[config.mk]
export PLATFORM = sky130hd
export DESIGN_NAME = dclk_power_ctrl
export DESIGN_NICKNAME = d
export VERILOG_FILES = /design/src/rtl/dclk_pkg.sv /design/src/rtl/dclk_us_timer.sv /design/src/rtl/dclk_freq_hs.sv /design/src/rtl/dclk_power_ctrl.sv
export SDC_FILE = /design/constraint.sdc
export NUM_CORES = 1
export LEC_CHECK = 0
export CELL_PAD_IN_SITES_DETAIL_PLACEMENT = 0
export CELL_PAD_IN_SITES_GLOBAL_PLACEMENT = 1
export CORE_MARGIN = 2
export CORE_UTILIZATION = 41
export DETAILED_ROUTE_END_ITERATION = 10
export HOLD_SLACK_MARGIN = 0.08
export PLACE_DENSITY_LB_ADDON = 0.1
export SYNTH_ARGS = -nofsm -noshare
export SYNTH_HDL_FRONTEND = slang
export SYNTH_HIERARCHICAL = 1
export SYNTH_SLANG_ARGS = --single-unit
export TNS_END_PERCENT = 1
[constraint.sdc]
create_clock -name clk -period 2.6 [get_ports clk]
set_clock_uncertainty 0.15 [all_clocks]
set_input_delay 0.39 -clock clk [delete_from_list [all_inputs] [get_ports clk]]
set_output_delay 0.39 -clock clk [all_outputs]
set_load 0.02 [all_outputs]
[src/rtl/dclk_pkg.sv]
package dclk_pkg;

    typedef enum logic [3:0] {
        ST_IDLE,
        ST_HSK_CLR,
        ST_DOM_WAIT,
        ST_PLL_CHECK,
        ST_CLK_GO,
        ST_CLK_WAIT,
        ST_BUF_SET,
        ST_BUF_WAIT,
        ST_BUF_CHECK,
        ST_DOM_DROP,
        ST_FINISH
    } dclk_state_e;

    typedef enum logic {
        DIR_DOWN = 1'b0,
        DIR_UP   = 1'b1
    } dclk_dir_e;

endpackage

[src/rtl/dclk_us_timer.sv]
module dclk_us_timer #(
    parameter int WAIT_US = 10
) (
    input  logic clk,
    input  logic rst_n,
    input  logic start,
    input  logic tick,
    output logic expired
);
    localparam int CW = $clog2(WAIT_US + 1);
    localparam logic [CW-1:0] LIMIT = CW'(WAIT_US);

    logic [CW-1:0] cnt_q;
    logic          run_q;

    always_ff @(posedge clk or negedge rst_n) begin
        if (!rst_n) begin
            cnt_q <= '0;
            run_q <= 1'b0;
        end else if (start) begin
            cnt_q <= '0;
            run_q <= 1'b1;
        end else if (run_q && tick && (cnt_q != LIMIT)) begin
            cnt_q <= cnt_q + 1'b1;
        end
    end

    assign expired = run_q && (cnt_q == LIMIT);

    AST_EXPIRE_AFTER_TICK: assert property (@(posedge clk) disable iff (!rst_n)
        $rose(expired) |-> $past(tick));

endmodule

[src/rtl/dclk_freq_hs.sv]
module dclk_freq_hs #(
    parameter int FREQ_W = 20
) (
    input  logic              clk,
    input  logic              rst_n,
    input  logic              go,
    input  logic [FREQ_W-1:0] freq_in,
    input  logic              ack,
    output logic              req,
    output logic [FREQ_W-1:0] freq,
    output logic              fin
);
    always_ff @(posedge clk or negedge rst_n) begin
        if (!rst_n) begin
            req  <= 1'b0;
            freq <= '0;
        end else if (go) begin
            req  <= 1'b1;
            freq <= freq_in;
        end else if (req && ack) begin
            req  <= 1'b0;
        end
    end

    assign fin = req && ack;

    AST_REQ_HELD: assert property (@(posedge clk) disable iff (!rst_n)
        (req && !ack && !go) |=> (req && $stable(freq)));

endmodule

[src/rtl/dclk_power_ctrl.sv]
module dclk_power_ctrl
    import dclk_pkg::*;
#(
    parameter int WAIT_US         = 10,
    parameter int FREQ_W          = 20,
    parameter int FREQ_MAX_KHZ    = 624000,
    parameter int FREQ_BYPASS_KHZ = 19200
) (
    input  logic              clk,
    input  logic              rst_n,
    input  logic              us_tick,
    input  logic              cmd_valid,
    input  logic              cmd_init,
    output logic              busy,
    output logic              done,
    output logic              err_enable_to,
    output logic              err_disable_to,
    output logic              rsthsk_en,
    output logic              pwr_dom_req,
    input  logic              pwr_dom_gnt,
    input  logic              pll_enabled,
    output logic              clk_req,
    output logic [FREQ_W-1:0] clk_freq_khz,
    input  logic              clk_ack,
    output logic              buf_pwr_req,
    input  logic              buf_pwr_state
);
    localparam logic [FREQ_W-1:0] F_MAX    = FREQ_W'(FREQ_MAX_KHZ);
    localparam logic [FREQ_W-1:0] F_BYPASS = FREQ_W'(FREQ_BYPASS_KHZ);

    dclk_state_e state_q, state_d;
    dclk_dir_e   dir_q;
    logic        hsk_q, dom_q, buf_q, err_en_q, err_dis_q;
    logic        accept, going_up;
    logic        clk_go, clk_fin, tmr_start, tmr_exp;

    assign accept   = cmd_valid && (state_q == ST_IDLE);
    assign going_up = (dir_q == DIR_UP);
    assign clk_go    = (state_q == ST_CLK_GO);
    assign tmr_start = (state_q == ST_BUF_SET);

    dclk_us_timer #(.WAIT_US(WAIT_US)) u_timer (
        .clk     (clk),
        .rst_n   (rst_n),
        .start   (tmr_start),
        .tick    (us_tick),
        .expired (tmr_exp)
    );

    dclk_freq_hs #(.FREQ_W(FREQ_W)) u_freq_hs (
        .clk     (clk),
        .rst_n   (rst_n),
        .go      (clk_go),
        .freq_in (going_up ? F_MAX : F_BYPASS),
        .ack     (clk_ack),
        .req     (clk_req),
        .freq    (clk_freq_khz),
        .fin     (clk_fin)
    );

    // State register
    always_ff @(posedge clk or negedge rst_n) begin
        if (!rst_n) state_q <= ST_IDLE;
        else        state_q <= state_d;
    end

    // Next-state logic
    always_comb begin
        state_d = state_q;
        unique case (state_q)
            ST_IDLE:      if (cmd_valid) state_d = cmd_init ? ST_HSK_CLR : ST_BUF_SET;
            ST_HSK_CLR:   state_d = ST_DOM_WAIT;
            ST_DOM_WAIT:  if (dom_q && pwr_dom_gnt) state_d = ST_PLL_CHECK;
            ST_PLL_CHECK: state_d = pll_enabled ? ST_FINISH : ST_CLK_GO;
            ST_CLK_GO:    state_d = ST_CLK_WAIT;
            ST_CLK_WAIT:  if (clk_fin) state_d = going_up ? ST_BUF_SET : ST_DOM_DROP;
            ST_BUF_SET:   state_d = ST_BUF_WAIT;
            ST_BUF_WAIT:  if (tmr_exp) state_d = ST_BUF_CHECK;
            ST_BUF_CHECK: state_d = going_up ? ST_FINISH : ST_CLK_GO;
            ST_DOM_DROP:  state_d = ST_FINISH;
            ST_FINISH:    state_d = ST_IDLE;
            default:      state_d = ST_IDLE;
        endcase
    end

    // Registered outputs
    always_ff @(posedge clk or negedge rst_n) begin
        if (!rst_n) begin
            dir_q     <= DIR_UP;
            hsk_q     <= 1'b1;
            dom_q     <= 1'b0;
            buf_q     <= 1'b0;
            err_en_q  <= 1'b0;
            err_dis_q <= 1'b0;
        end else begin
            if (accept) begin
                dir_q     <= cmd_init ? DIR_UP : DIR_DOWN;
                err_en_q  <= 1'b0;
                err_dis_q <= 1'b0;
            end
            unique case (state_q)
                ST_HSK_CLR:   hsk_q <= 1'b0;
                ST_DOM_WAIT:  dom_q <= 1'b1;
                ST_BUF_SET:   buf_q <= going_up;
                ST_BUF_CHECK: begin
                    if (going_up && !buf_pwr_state)  err_en_q  <= 1'b1;
                    if (!going_up && buf_pwr_state)  err_dis_q <= 1'b1;
                end
                ST_DOM_DROP:  dom_q <= 1'b0;
                default: ;
            endcase
        end
    end

    assign busy           = (state_q != ST_IDLE);
    assign done           = (state_q == ST_FINISH);
    assign rsthsk_en      = hsk_q;
    assign pwr_dom_req    = dom_q;
    assign buf_pwr_req    = buf_q;
    assign err_enable_to  = err_en_q;
    assign err_disable_to = err_dis_q;

    AST_HSK_CLEAR_FIRST: assert property (@(posedge clk) disable iff (!rst_n)
        $rose(pwr_dom_req) |-> !rsthsk_en);
    AST_CLK_UNDER_DOMAIN: assert property (@(posedge clk) disable iff (!rst_n)
        $rose(clk_req) |-> pwr_dom_req);
    AST_BUF_UP_AFTER_CLK: assert property (@(posedge clk) disable iff (!rst_n)
        $rose(buf_pwr_req) |-> !clk_req);
    AST_CLK_NOT_WITH_BUF_DOWN: assert property (@(posedge clk) disable iff (!rst_n)
        ($rose(clk_req) && (clk_freq_khz == F_BYPASS)) |-> !buf_pwr_req);
    AST_DONE_PULSE: assert property (@(posedge clk) disable iff (!rst_n)
        done |=> (!done && !busy));
    AST_IDLE_QUIET: assert property (@(posedge clk) disable iff (!rst_n)
        (!busy && !cmd_valid) |=> ($stable(buf_pwr_req) && $stable(pwr_dom_req) && !clk_req));
    AST_ERR_STICKY: assert property (@(posedge clk) disable iff (!rst_n)
        (err_enable_to && !accept) |=> err_enable_to);

endmodule

==> metrics.md, run 1 <==
| Metric | Value |
|---|---|
| Status | `finished clean` |
| Register bit total from synthesis | `36` |
| Cell area after synthesis | `1830 um2` |
| CP Data Required Time | `2060 ps` |
| Initial antenna violation count | `0` |
| Reg-to-Reg End | `state_q[0]$_DFFE_PN0P_` |
| Nets | `213` |
| Switch Pwr | `1180 uW` |
| CP Launch Point | `state_q[0]$_DFFE_PN0P_` |
| Synth top cells by count | `34 x dfrtp_1, 19 x mux2_4, 14 x nor2_1` |
| Crit-path max FO | `17` |
| Cell Pwr Density | `1350 nW/um2` |
| Reg2reg path depth | `6` |
| First-pass GRT wire length | `6.19 mm` |
| Iter 0 DRT Violations | `52` |
| Detailed Place HPWL | `2.51 mm` |
| Number of H-tree levels | `2` |
| Clock Latency Late Sink | `290 ps` |
| Final setup margin | `184 ps` |
| Die X | `70.9 um` |
| Max-slew violations | `0` |
| Crit end category | `output port` |
| Number of diodes | `0` |
| CTS sink cnt | `36` |
| I/O pin cnt | `37` |
| Gpl congestion | `0.760` |
| Top-count cell post-synth | `dfrtp_1` |
| Largest area contributor in the synthesized netlist | `dfrtp_1` |
| Max VDD drop | `0.674 mV` |
| CTS tree | `done` |
| Setup_tns | `0 ps` |
| Vias | `1294` |
| Final setup fails | `0` |
| CTS Buffer Depth | `2` |
| Largest net degree at the start of global routing | `37` |
| Sequential share of power | `33.5%` |
| Reg-to-reg slack, setup | `630 ps` |
| Final Hold Viols | `0` |
| Grt ovf | `0` |
| Clock power share | `16.5%` |
| Critical Path Start Type | `register` |
| Reg clk slew, reported paths | `70 ps` |
| Die Y | `70.9 um` |
| CP endpoint | `done` |
| Cts bufs inserted | `5` |
| Die outline area | `5020 um2` |
| Sequential-to-total area share from yosys stat | `49.2%` |
| # rows | `24` |
| EDFF count, synth | `0` |
| Final worst path period need | `2420 ps` |
| Max_cap viols | `0` |
| Sw frac | `36.5%` |
| TritonRoute pass-1 iters | `4` |
| Port Buf Inserts | `36` |
| DR DRC count | `0` |
| Gate Count Post-Synth | `155` |
| Ys flop type | `dfrtp_1` |
| Post-synth top area share | `46.4%` |
| Setup WS pre-CTS | `509 ps` |
| Synth top area cells | `dfrtp_1 46%, mux2_4 16%, mux2_2 3.1%` |
| Util after Layout | `55.4%` |
| Post-route cell area | `2390 um2` |
| Hold crit path type | `reg2reg` |
| Fraction of final layout cells sized beyond drive strength 1 | `23.2%` |
| CP arrival | `1880 ps` |
| Vias per cell | `5.07` |
| FMAX | `0.414 GHz` |
| Post_cts resized | `0` |
| Placement Cell Area | `2260 um2` |
| Unrepaired setup endpoints after global routing | `false` |
| Clock root buffer | `clkbuf_8` |
| RR Startpoint | `u_timer/cnt_q[0]$_DFFE_PN0P_` |
| Slew HR | `47.0%` |
| Core area | `4320 um2` |
| Post-Syn Area per Cell | `11.8 um2` |
| GR Util All Layers | `15.7%` |
| Fill cells | `386` |
| Count of cell types in the netlist | `46` |
| WL final | `3.61 mm` |
| Setup Crit Path Kind | `reg2out` |
| Static leakage | `0.00104 uW` |
| Drt wl/cell | `14.2 um` |
| Layout area overhead | `30.5%` |
| Initial Utilization | `42.4%` |
| Min-delay src | `rsthsk_en$_DFFE_PN1P_` |
| Syn. warnings | `6` |
| Worst-Margin Slew | `794 ps` |
| Comb pwr share | `50.1%` |
| DRT antenna net count | `0` |
| Vias in the first global route | `1281` |
| Internal | `2060 uW` |
| Share of async-settable or async-resettable flops after synthesis | `100%` |
| Final cycle utilization of the critical path | `92.9%` |
[kinds of logic (layout without fill, tap and decap cells)]
logic type | Yosys count | after routing | share of synthesized area [%]
buffers and inverters | 17 | 55 | 4.84
adders and majority gates | 2 | 2 | 1.36
AOI/OAI and AO/OA | 30 | 30 | 11.9
other | 2 | 12 | 0.409
DFF | 36 | 36 | 49.2
muxes | 25 | 25 | 19.2
and+or+nand+nor | 43 | 43 | 13.0
[placed cells by master (no fill, tap or decap), drive strengths merged, types with 2 or more instances in the layout]
| master | count |
|---|---|
| inv | 7 |
| clkdlybuf4s50 | 35 |
| nor2 | 14 |
| or3 | 2 |
| mux2 | 24 |
| a21oi | 5 |
| nand2b | 4 |
| nand3 | 3 |
| conb | 12 |
| nand2 | 5 |
| a31oi | 2 |
| a2bb2oi | 2 |
| a32o | 2 |
| buf | 4 |
| nor3 | 4 |
| dfstp | 2 |
| dfrtp | 34 |
| nor4 | 3 |
| o21ai | 8 |
| a211o | 2 |
| ha | 2 |
| clkbuf | 7 |
[worst max-delay path, stage by stage (launching register included)]
cell and delay, ps:
dfrtp_1 570, nand2b_2 310, nor2_1 100, clkdlybuf4s50_1 610
[worst min path at each step]
stage / endpoint / slack, ps / depth (start not counted)
2_1_floorplan: buf_pwr_req$_DFFE_PN0P_ / -60 / 0
3_3_place_gp: rsthsk_en$_DFFE_PN1P_ / 310 / 1
3_5_place_dp: rsthsk_en$_DFFE_PN1P_ / 310 / 1
4_1_cts: rsthsk_en$_DFFE_PN1P_ / 320 / 1
5_1_grt: rsthsk_en$_DFFE_PN1P_ / 340 / 1
6_report: rsthsk_en$_DFFE_PN1P_ / 320 / 1
[timing repair]
item                      4_1_cts  5_1_grt
hold endpoints to repair       26        0
buffers inserted                0        0
hold buffers                    1        0
[flip-flops by register name, summed over array words and instances (netlist names)]
signal	flops
u_freq_hs/freq	20
state_q	4
u_timer/cnt_q	4
buf_pwr_req	1
dir_q	1
err_disable_to	1
err_enable_to	1
pwr_dom_req	1
rsthsk_en	1
u_freq_hs/req	1
u_timer/run_q	1
[area by class of cell]
cell class / count / area [um2] / area share, %
timing repair buffer: 40 / 388 / 16.2
clock buffer: 7 / 96.3 / 4.03
tap: 52 / 65.1 / 2.72
multi-input combinational: 112 / 885 / 37.0
sequential: 36 / 903 / 37.7
inverter: 7 / 26.3 / 1.10
clock inverter: 1 / 30.0 / 1.25
[power by group through the flow]
stage	clock (uW)	combinational [uW]	sequential [uW]
after detailed placement	0	1630	1090
after floorplan	0	953	1200
after CTS	551	1640	1090
after global placement	0	1600	1070
after global routing	578	1750	1130
final	533	1620	1080
[through the flow]
stage	hold WS [ps]	std cells	total power, uW
after floorplan	-55.6	165	2150
after global placement	308	246	2680
after detailed placement	306	246	2720
after CTS	324	255	3270
after global routing	341	255	3450
final	320	255	3240
[routing by layer]
metal / wire [um] / GRT usage (%) / share of wire, %
met4: 65 / 6.50 / 1.8
met3: 180 / 3.85 / 5.0
met2: 1740 / 24.3 / 48
met1: 1630 / 21.3 / 45
met5: 0 / 0 / 0
No activity file was read; power rests on OpenSTA's default activity.
==> inputs of run 2 (changes only) <==
--- a/config.mk
+++ b/config.mk
@@ -8,10 +8,11 @@
 export CELL_PAD_IN_SITES_DETAIL_PLACEMENT = 0
 export CELL_PAD_IN_SITES_GLOBAL_PLACEMENT = 1
 export CORE_MARGIN = 2
-export CORE_UTILIZATION = 41
+export CORE_UTILIZATION = 44
 export DETAILED_ROUTE_END_ITERATION = 10
 export HOLD_SLACK_MARGIN = 0.08
 export PLACE_DENSITY_LB_ADDON = 0.1
+export SLEW_MARGIN = 20
 export SYNTH_ARGS = -nofsm -noshare
 export SYNTH_HDL_FRONTEND = slang
 export SYNTH_HIERARCHICAL = 1
==> constraint.sdc (replaced) <==
create_clock -name clk -period 2.9 [get_ports clk]
set_clock_uncertainty 0.15 [all_clocks]
set_input_delay 0.435 -clock clk [delete_from_list [all_inputs] [get_ports clk]]
set_output_delay 0.435 -clock clk [all_outputs]
set_load 0.02 [all_outputs]
==> run 2 against run 1 <==
Against the previous run: sequential cell count stayed put; register-to-register slack gained 250 ps; sequential share of layout area grew 1.1 points; core utilization increased by 2.8 points; hold slack worse by 240 ps; non-clock buffer count is 3 lower; via count fell by 0.70%; combinational power is 15% lower; setup slack better by 220 ps; power decreased by 15%; clock power decreased by 33%; critical path depth unchanged; critical path type unchanged; highest routed layer unchanged.
==> metrics.md, run 2 (synthesis gave the netlist of run 1 again) <==
| Metric | Value |
|---|---|
| Final cycle utilization of the critical path | `86.2%` |
| Fraction of final layout cells sized beyond drive strength 1 | `22.5% (was 23.2%)` |
| Setup_tns | `0 ps (unchanged)` |
| Setup Crit Path Kind | `reg2out (unchanged)` |
| WL final | `3.51 mm (was 3.61 mm)` |
| Critical Path Start Type | `register (unchanged)` |
| Layout area overhead | `26.9% (was 30.5%)` |
| DRT antenna net count | `0 (unchanged)` |
| FMAX | `0.400 GHz` |
| # rows | `23 (was 24)` |
| First-pass GRT wire length | `5.69 mm (was 6.19 mm)` |
| Met3 wire length | `152 um (was 180 um)` |
| Detailed Place HPWL | `2.42 mm (was 2.51 mm)` |
| Die outline area | `4700 um2 (was 5020 um2)` |
| CTS sink cnt | `36 (unchanged)` |
| Clock root buffer | `clkbuf_8 (unchanged)` |
| Sw frac | `38.6% (was 36.5%)` |
| Vias per cell | `5.14 (was 5.07)` |
| Worst-Margin Slew | `805 ps (was 794 ps)` |
| Commonest non-fill, non-tap cells in the layout | `35 x clkdlybuf4s50_1, 34 x dfrtp_1, 19 x mux2_4, 14 x nor2_1, 12 x conb_1 (unchanged)` |
| CP Data Required Time | `2320 ps (was 2060 ps)` |
| Drt wl/cell | `14.0 um (was 14.2 um)` |
| Max-slew violations | `0 (unchanged)` |
| Final Hold Viols | `0 (unchanged)` |
| Initial antenna violation count | `0 (unchanged)` |
| Crit-path max FO | `18 (was 17)` |
| Reg with most FFs | `u_freq_hs/freq (unchanged)` |
| Unrepaired setup endpoints after global routing | `false (unchanged)` |
| Number of H-tree levels | `2 (unchanged)` |
| Met2 WL | `1.68 mm (was 1.74 mm)` |
| DR DRC count | `0 (unchanged)` |
| # hold bufs at CTS | `0 (was 1)` |
| Nets | `210 (was 213)` |
| CP arrival | `1910 ps (was 1880 ps)` |
| Largest net degree at the start of global routing | `37 (unchanged)` |
| Vias | `1285 (was 1294)` |
| Port Buf Inserts | `36 (unchanged)` |
| Gpl congestion | `0.731 (was 0.760)` |
| Internal | `1680 uW (was 2060 uW)` |
| Die Y | `68.6 um (was 70.9 um)` |
| Slew HR | `46.3% (was 47.0%)` |
| Sequential share of power | `36.8% (was 33.5%)` |
| Initial Utilization | `45.9% (was 42.4%)` |
| I/O pin cnt | `37 (unchanged)` |
| CTS tree | `done (unchanged)` |
| Hold crit path type | `in2async (was reg2reg)` |
| Postcts setup bufs | `0 (unchanged)` |
| Post_cts resized | `0 (unchanged)` |
| Cts bufs inserted | `5 (unchanged)` |
| Static leakage | `0.00101 uW (was 0.00104 uW)` |
| Iter 0 DRT Violations | `92 (was 52)` |
| Switch Pwr | `1060 uW (was 1180 uW)` |
| Final worst path period need | `2500 ps` |
| Reg clk slew, reported paths | `70 ps (about the same)` |
| Status | `finished clean (unchanged)` |
| Grt ovf | `0 (unchanged)` |
| Cell Pwr Density | `1180 nW/um2 (was 1350 nW/um2)` |
| Max VDD drop | `0.539 mV (was 0.674 mV)` |
| Core area | `4000 um2 (was 4320 um2)` |
| Max Used Layer | `met4 (unchanged)` |
| Met1 WL | `1.61 mm (was 1.63 mm)` |
| GR Util All Layers | `16.8% (was 15.7%)` |
| Comb pwr share | `50.1% (about the same)` |
| Number of diodes | `0 (unchanged)` |
| CTS Buffer Depth | `2 (unchanged)` |
| PnR Total Power | `2740 uW (was 3240 uW)` |
| Largest register FFs | `20 (unchanged)` |
| Clock power share | `13.0% (was 16.5%)` |
| Crit end category | `output port (unchanged)` |
| TritonRoute pass-1 iters | `4 (unchanged)` |
| Most common cell after layout, fill and taps aside | `clkdlybuf4s50_1 (unchanged)` |
| Clock Latency Late Sink | `290 ps (about the same)` |
| Top flop regs | `u_freq_hs/freq x20, state_q x4, u_timer/cnt_q x4 (unchanged)` |
| Max_cap viols | `0 (unchanged)` |
| Vias in the first global route | `1201 (was 1281)` |
| Die X | `68.6 um (was 70.9 um)` |
| Final setup fails | `0 (unchanged)` |
run 2: cell count changes in the layout (fill, tap and decap cells not counted), sizes merged:
| cell | change |
|---|---|
| clkinv | +3 |
| buf | -2 |
| clkbuf | -2 |
| bufinv | -1 |
| dlygate4sd3 | -1 |
run 2: power groups by stage:
stage          combinational (uW)  sequential, uW  clock, uW
2_1_floorplan                 854            1080          0
3_3_place_gp                 1360             999          0
3_5_place_dp                 1390            1020          0
4_1_cts                      1390            1010        365
5_1_grt                      1490            1050        388
6_report                     1370            1010        357
run 2: worst paths after layout:
path / cells after the start / from / slack [ps] / endpoint
worst max-delay path: 3 / state_q[2]$_DFFE_PN0P_ / 400 / done
worst min-delay path: 1 / rst_n / 80 / u_timer/run_q$_DFFE_PN0P_
worst max register to register: 4 / state_q[2]$_DFFE_PN0P_ / 880 / u_freq_hs/freq[17]$_DFFE_PN0P_
worst min register to register: 1 / rsthsk_en$_DFFE_PN1P_ / 320 / rsthsk_en$_DFFE_PN1P_
max in group asynchronous: 1 / rst_n / 2020 / u_freq_hs/freq[18]$_DFFE_PN0P_
min in group clk: 1 / rsthsk_en$_DFFE_PN1P_ / 320 / rsthsk_en$_DFFE_PN1P_
run 2: critical path, stage by stage (launching register included):
cell and delay (ps):
dfrtp_1 580, nand2b_1 310, nor2_1 120, clkdlybuf4s50_1 610
run 2: metal layers:
layer | global-route usage [%] | up-vias
met5 | 0 | -
met4 | 8.25 | 0
met1 | 21.4 | 625
met3 | 4.22 | 8
li1 | - | 622
met2 | 26.4 | 30
run 2: area by class of cell:
type                    instances  area [um2]
fillers                       335        1670
flip-flops and latches         36         903
multi-input cells             112         885
repair buffers                 37         363
clock buffers                   5        68.8
well taps                      50        62.6
inverters                       7        26.3
clock inverters                 3        18.8
run 2: per-stage QoR:
step / instance area, um2 / utilization (%) / hold slack (ps) / setup WS [ps] / cells
CTS: 2330 / 58.2 / 112 / 401 / 250
finish: 2330 / 58.2 / 77.5 / 401 / 250
floorplan: 1870 / - / -10.6 / 1020 / 165
global placement: 2240 / 56.0 / 309 / 762 / 242
detailed placement: 2240 / 56.0 / 305 / 724 / 242
global route: 2330 / 58.2 / 150 / 297 / 250
==> inputs of run 3 (changes only) <==
--- a/config.mk
+++ b/config.mk
@@ -8,7 +8,9 @@
 export CELL_PAD_IN_SITES_DETAIL_PLACEMENT = 0
 export CELL_PAD_IN_SITES_GLOBAL_PLACEMENT = 1
 export CORE_MARGIN = 2
-export CORE_UTILIZATION = 44
+export CORE_UTILIZATION = 45
+export CTS_BUF_LIST = sky130_fd_sc_hd__clkbuf_8
+export CTS_CLUSTER_SIZE = 24
 export DETAILED_ROUTE_END_ITERATION = 10
 export HOLD_SLACK_MARGIN = 0.08
 export PLACE_DENSITY_LB_ADDON = 0.1
==> run 3 against run 2 <==
Against the previous run: hold slack better by 240 ps; via count increased by 1.2%; maximum frequency is 1.2% lower; setup slack lost 29 ps; critical path depth unchanged; critical path type unchanged; critical endpoint unchanged.
==> metrics.md, run 3 (synthesis gave the netlist of run 1 again) <==
| Metric | Value |
|---|---|
| Hold_ws | `318 ps (was 77.5 ps)` |
| Vias per cell | `5.18 (was 5.14)` |
| Reg2reg path depth | `4 (unchanged)` |
| TritonRoute pass-1 iters | `4 (unchanged)` |
| DR DRC count | `0 (unchanged)` |
| Most common cell after layout, fill and taps aside | `clkdlybuf4s50_1 (unchanged)` |
| Final setup fails | `0 (unchanged)` |
| CTS Buffer Depth | `2 (unchanged)` |
| Top flop regs | `u_freq_hs/freq x20, state_q x4, u_timer/cnt_q x4 (unchanged)` |
| Die outline area | `4600 um2 (was 4700 um2)` |
| Gpl congestion | `0.800 (was 0.731)` |
| PnR Total Power | `2820 uW (was 2740 uW)` |
| # hold bufs at CTS | `0 (unchanged)` |
| CP Data Required Time | `2320 ps (about the same)` |
| Setup WS pre-CTS | `703 ps (was 724 ps)` |
| Status | `finished clean (unchanged)` |
| FMAX | `0.396 GHz (was 0.400 GHz)` |
| Vias | `1301 (was 1285)` |
| Post_cts resized | `0 (unchanged)` |
| Worst-Margin Slew | `595 ps (was 805 ps)` |
| Port Buf Inserts | `36 (unchanged)` |
| CP endpoint | `done (unchanged)` |
| Commonest non-fill, non-tap cells in the layout | `36 x clkdlybuf4s50_1, 34 x dfrtp_1, 19 x mux2_4, 14 x nor2_1, 12 x conb_1 (was 35 x clkdlybuf4s50_1, 34 x dfrtp_1, 19 x mux2_4, 14 x nor2_1, 12 x conb_1)` |
| Reg clk slew, reported paths | `80 ps (was 70 ps)` |
| Final cycle utilization of the critical path | `87.2% (was 86.2%)` |
| First-pass GRT wire length | `5.94 mm (was 5.69 mm)` |
| Number of H-tree levels | `2 (unchanged)` |
| Slew HR | `60.3% (was 46.3%)` |
| Vias in the first global route | `1311 (was 1201)` |
| Reg with most FFs | `u_freq_hs/freq (unchanged)` |
| Grt ovf | `0 (unchanged)` |
| Cts bufs inserted | `5 (unchanged)` |
| Largest register FFs | `20 (unchanged)` |
| Nets | `211 (was 210)` |
| RR Startpoint | `state_q[2]$_DFFE_PN0P_ (unchanged)` |
| Fraction of final layout cells sized beyond drive strength 1 | `22.4% (was 22.5%)` |
| Reg-to-Reg End | `u_freq_hs/freq[17]$_DFFE_PN0P_ (unchanged)` |
| Final Hold Viols | `0 (unchanged)` |
| Final setup margin | `372 ps (was 401 ps)` |
| Post-route cell area | `2360 um2 (was 2330 um2)` |
| Die Y | `67.8 um (was 68.6 um)` |
| Static leakage | `0.00103 uW (was 0.00101 uW)` |
| CP arrival | `1940 ps (was 1910 ps)` |
| Clock Latency Late Sink | `290 ps (about the same)` |
| Setup Crit Path Kind | `reg2out (unchanged)` |
| Max-slew violations | `0 (unchanged)` |
| Initial Utilization | `46.2% (was 45.9%)` |
| DRT antenna net count | `0 (unchanged)` |
| WL final | `3.51 mm (unchanged)` |
| CTS tree | `done (unchanged)` |
| FF/Latch Area | `903 um2 (unchanged)` |
| Reg-to-reg slack, setup | `860 ps (was 880 ps)` |
| Fill cells | `331 (was 335)` |
| GR Util All Layers | `17.6% (was 16.8%)` |
| Unrepaired setup endpoints after global routing | `false (unchanged)` |
| Drt wl/cell | `14.0 um (about the same)` |
| Layout area overhead | `28.9% (was 26.9%)` |
| # rows | `23 (unchanged)` |
| Final worst path period need | `2530 ps (was 2500 ps)` |
| Iter 0 DRT Violations | `83 (was 92)` |
| Max_cap viols | `0 (unchanged)` |
| Cell depth of the worst hold path | `1` |
| Placement Cell Area | `2250 um2 (was 2240 um2)` |
| CTS sink cnt | `36 (unchanged)` |
| Hold crit path type | `reg2reg (was in2async)` |
| Setup_tns | `0 ps (unchanged)` |
| Core area | `3970 um2 (was 4000 um2)` |
| Max VDD drop | `0.476 mV (was 0.539 mV)` |
| Crit end category | `output port (unchanged)` |
| Postcts setup bufs | `0 (unchanged)` |
| Critical Path Start Type | `register (unchanged)` |
| Cell Pwr Density | `1190 nW/um2 (was 1180 nW/um2)` |
| I/O pin cnt | `37 (unchanged)` |
| Initial antenna violation count | `0 (unchanged)` |
| Area of the multi-input gates | `885 um2 (unchanged)` |
| Clock root buffer | `clkbuf_8 (unchanged)` |
| Crit-path max FO | `18 (unchanged)` |
| Largest net degree at the start of global routing | `37 (unchanged)` |
| Number of diodes | `0 (unchanged)` |
| CP Launch Point | `state_q[2]$_DFFE_PN0P_ (unchanged)` |
| Die X | `67.8 um (was 68.6 um)` |
| Detailed Place HPWL | `2.44 mm (was 2.42 mm)` |
## run 3: cell count changes in the layout (fill, tap and decap cells not counted)
cell	before	now
buf_4	1	2
clkinv_2	2	1
bufinv_16	0	1
clkdlybuf4s50_1	35	36
clkinvlp_4	0	1
clkinv_4	1	0
buf_2	1	0
## run 3: worst max-delay path, stage by stage, from the launching register on
cell	delay (ps)
dfrtp_1	580
nand2b_1	320
nor2_1	140
clkdlybuf4s50_1	610
## run 3: final cells by class
cell class                 instances  share of cell area [%]
clock buffer                       5                    2.91
clock inverter                     3                    1.80
inverter                           7                    1.11
multi-input combinational        112                    37.4
sequential                        36                    38.2
tap                               50                    2.65
timing repair buffer              38                    15.9
## run 3: metrics by stage
| step | instances | utilization, % |
|---|---|---|
| after floorplan | 165 | - |
| after global placement | 243 | 56.7 |
| after detailed placement | 243 | 56.7 |
| after CTS | 251 | 59.5 |
| after global routing | 251 | 59.5 |
| final | 251 | 59.5 |
## run 3: power breakdown
group / switching [uW] / internal [uW]
logic: 600 / 779
registers: 272 / 739
clock network: 180 / 254
total: 1050 / 1770
## run 3: worst min path at each step
stage | slack (ps) | end | start
final | 320 | rsthsk_en$_DFFE_PN1P_ | rsthsk_en$_DFFE_PN1P_
after global routing | 340 | rsthsk_en$_DFFE_PN1P_ | rsthsk_en$_DFFE_PN1P_
after CTS | 320 | rsthsk_en$_DFFE_PN1P_ | rsthsk_en$_DFFE_PN1P_
after detailed placement | 310 | rsthsk_en$_DFFE_PN1P_ | rsthsk_en$_DFFE_PN1P_
after global placement | 310 | rsthsk_en$_DFFE_PN1P_ | rsthsk_en$_DFFE_PN1P_
after floorplan | -10 | buf_pwr_req$_DFFE_PN0P_ | rst_n
## run 3: layer usage
| metal | routed length, um | vias to the layer above | share of wire [%] | GRT usage [%] |
|---|---|---|---|---|
| met4 | 45 | 0 | 1.3 | 7.50 |
| li1 | - | 626 | - | - |
| met5 | 0 | - | 0 | 0 |
| met1 | 1580 | 640 | 45 | 21.6 |
| met2 | 1690 | 30 | 48 | 29.4 |
| met3 | 198 | 5 | 5.6 | 4.44 |
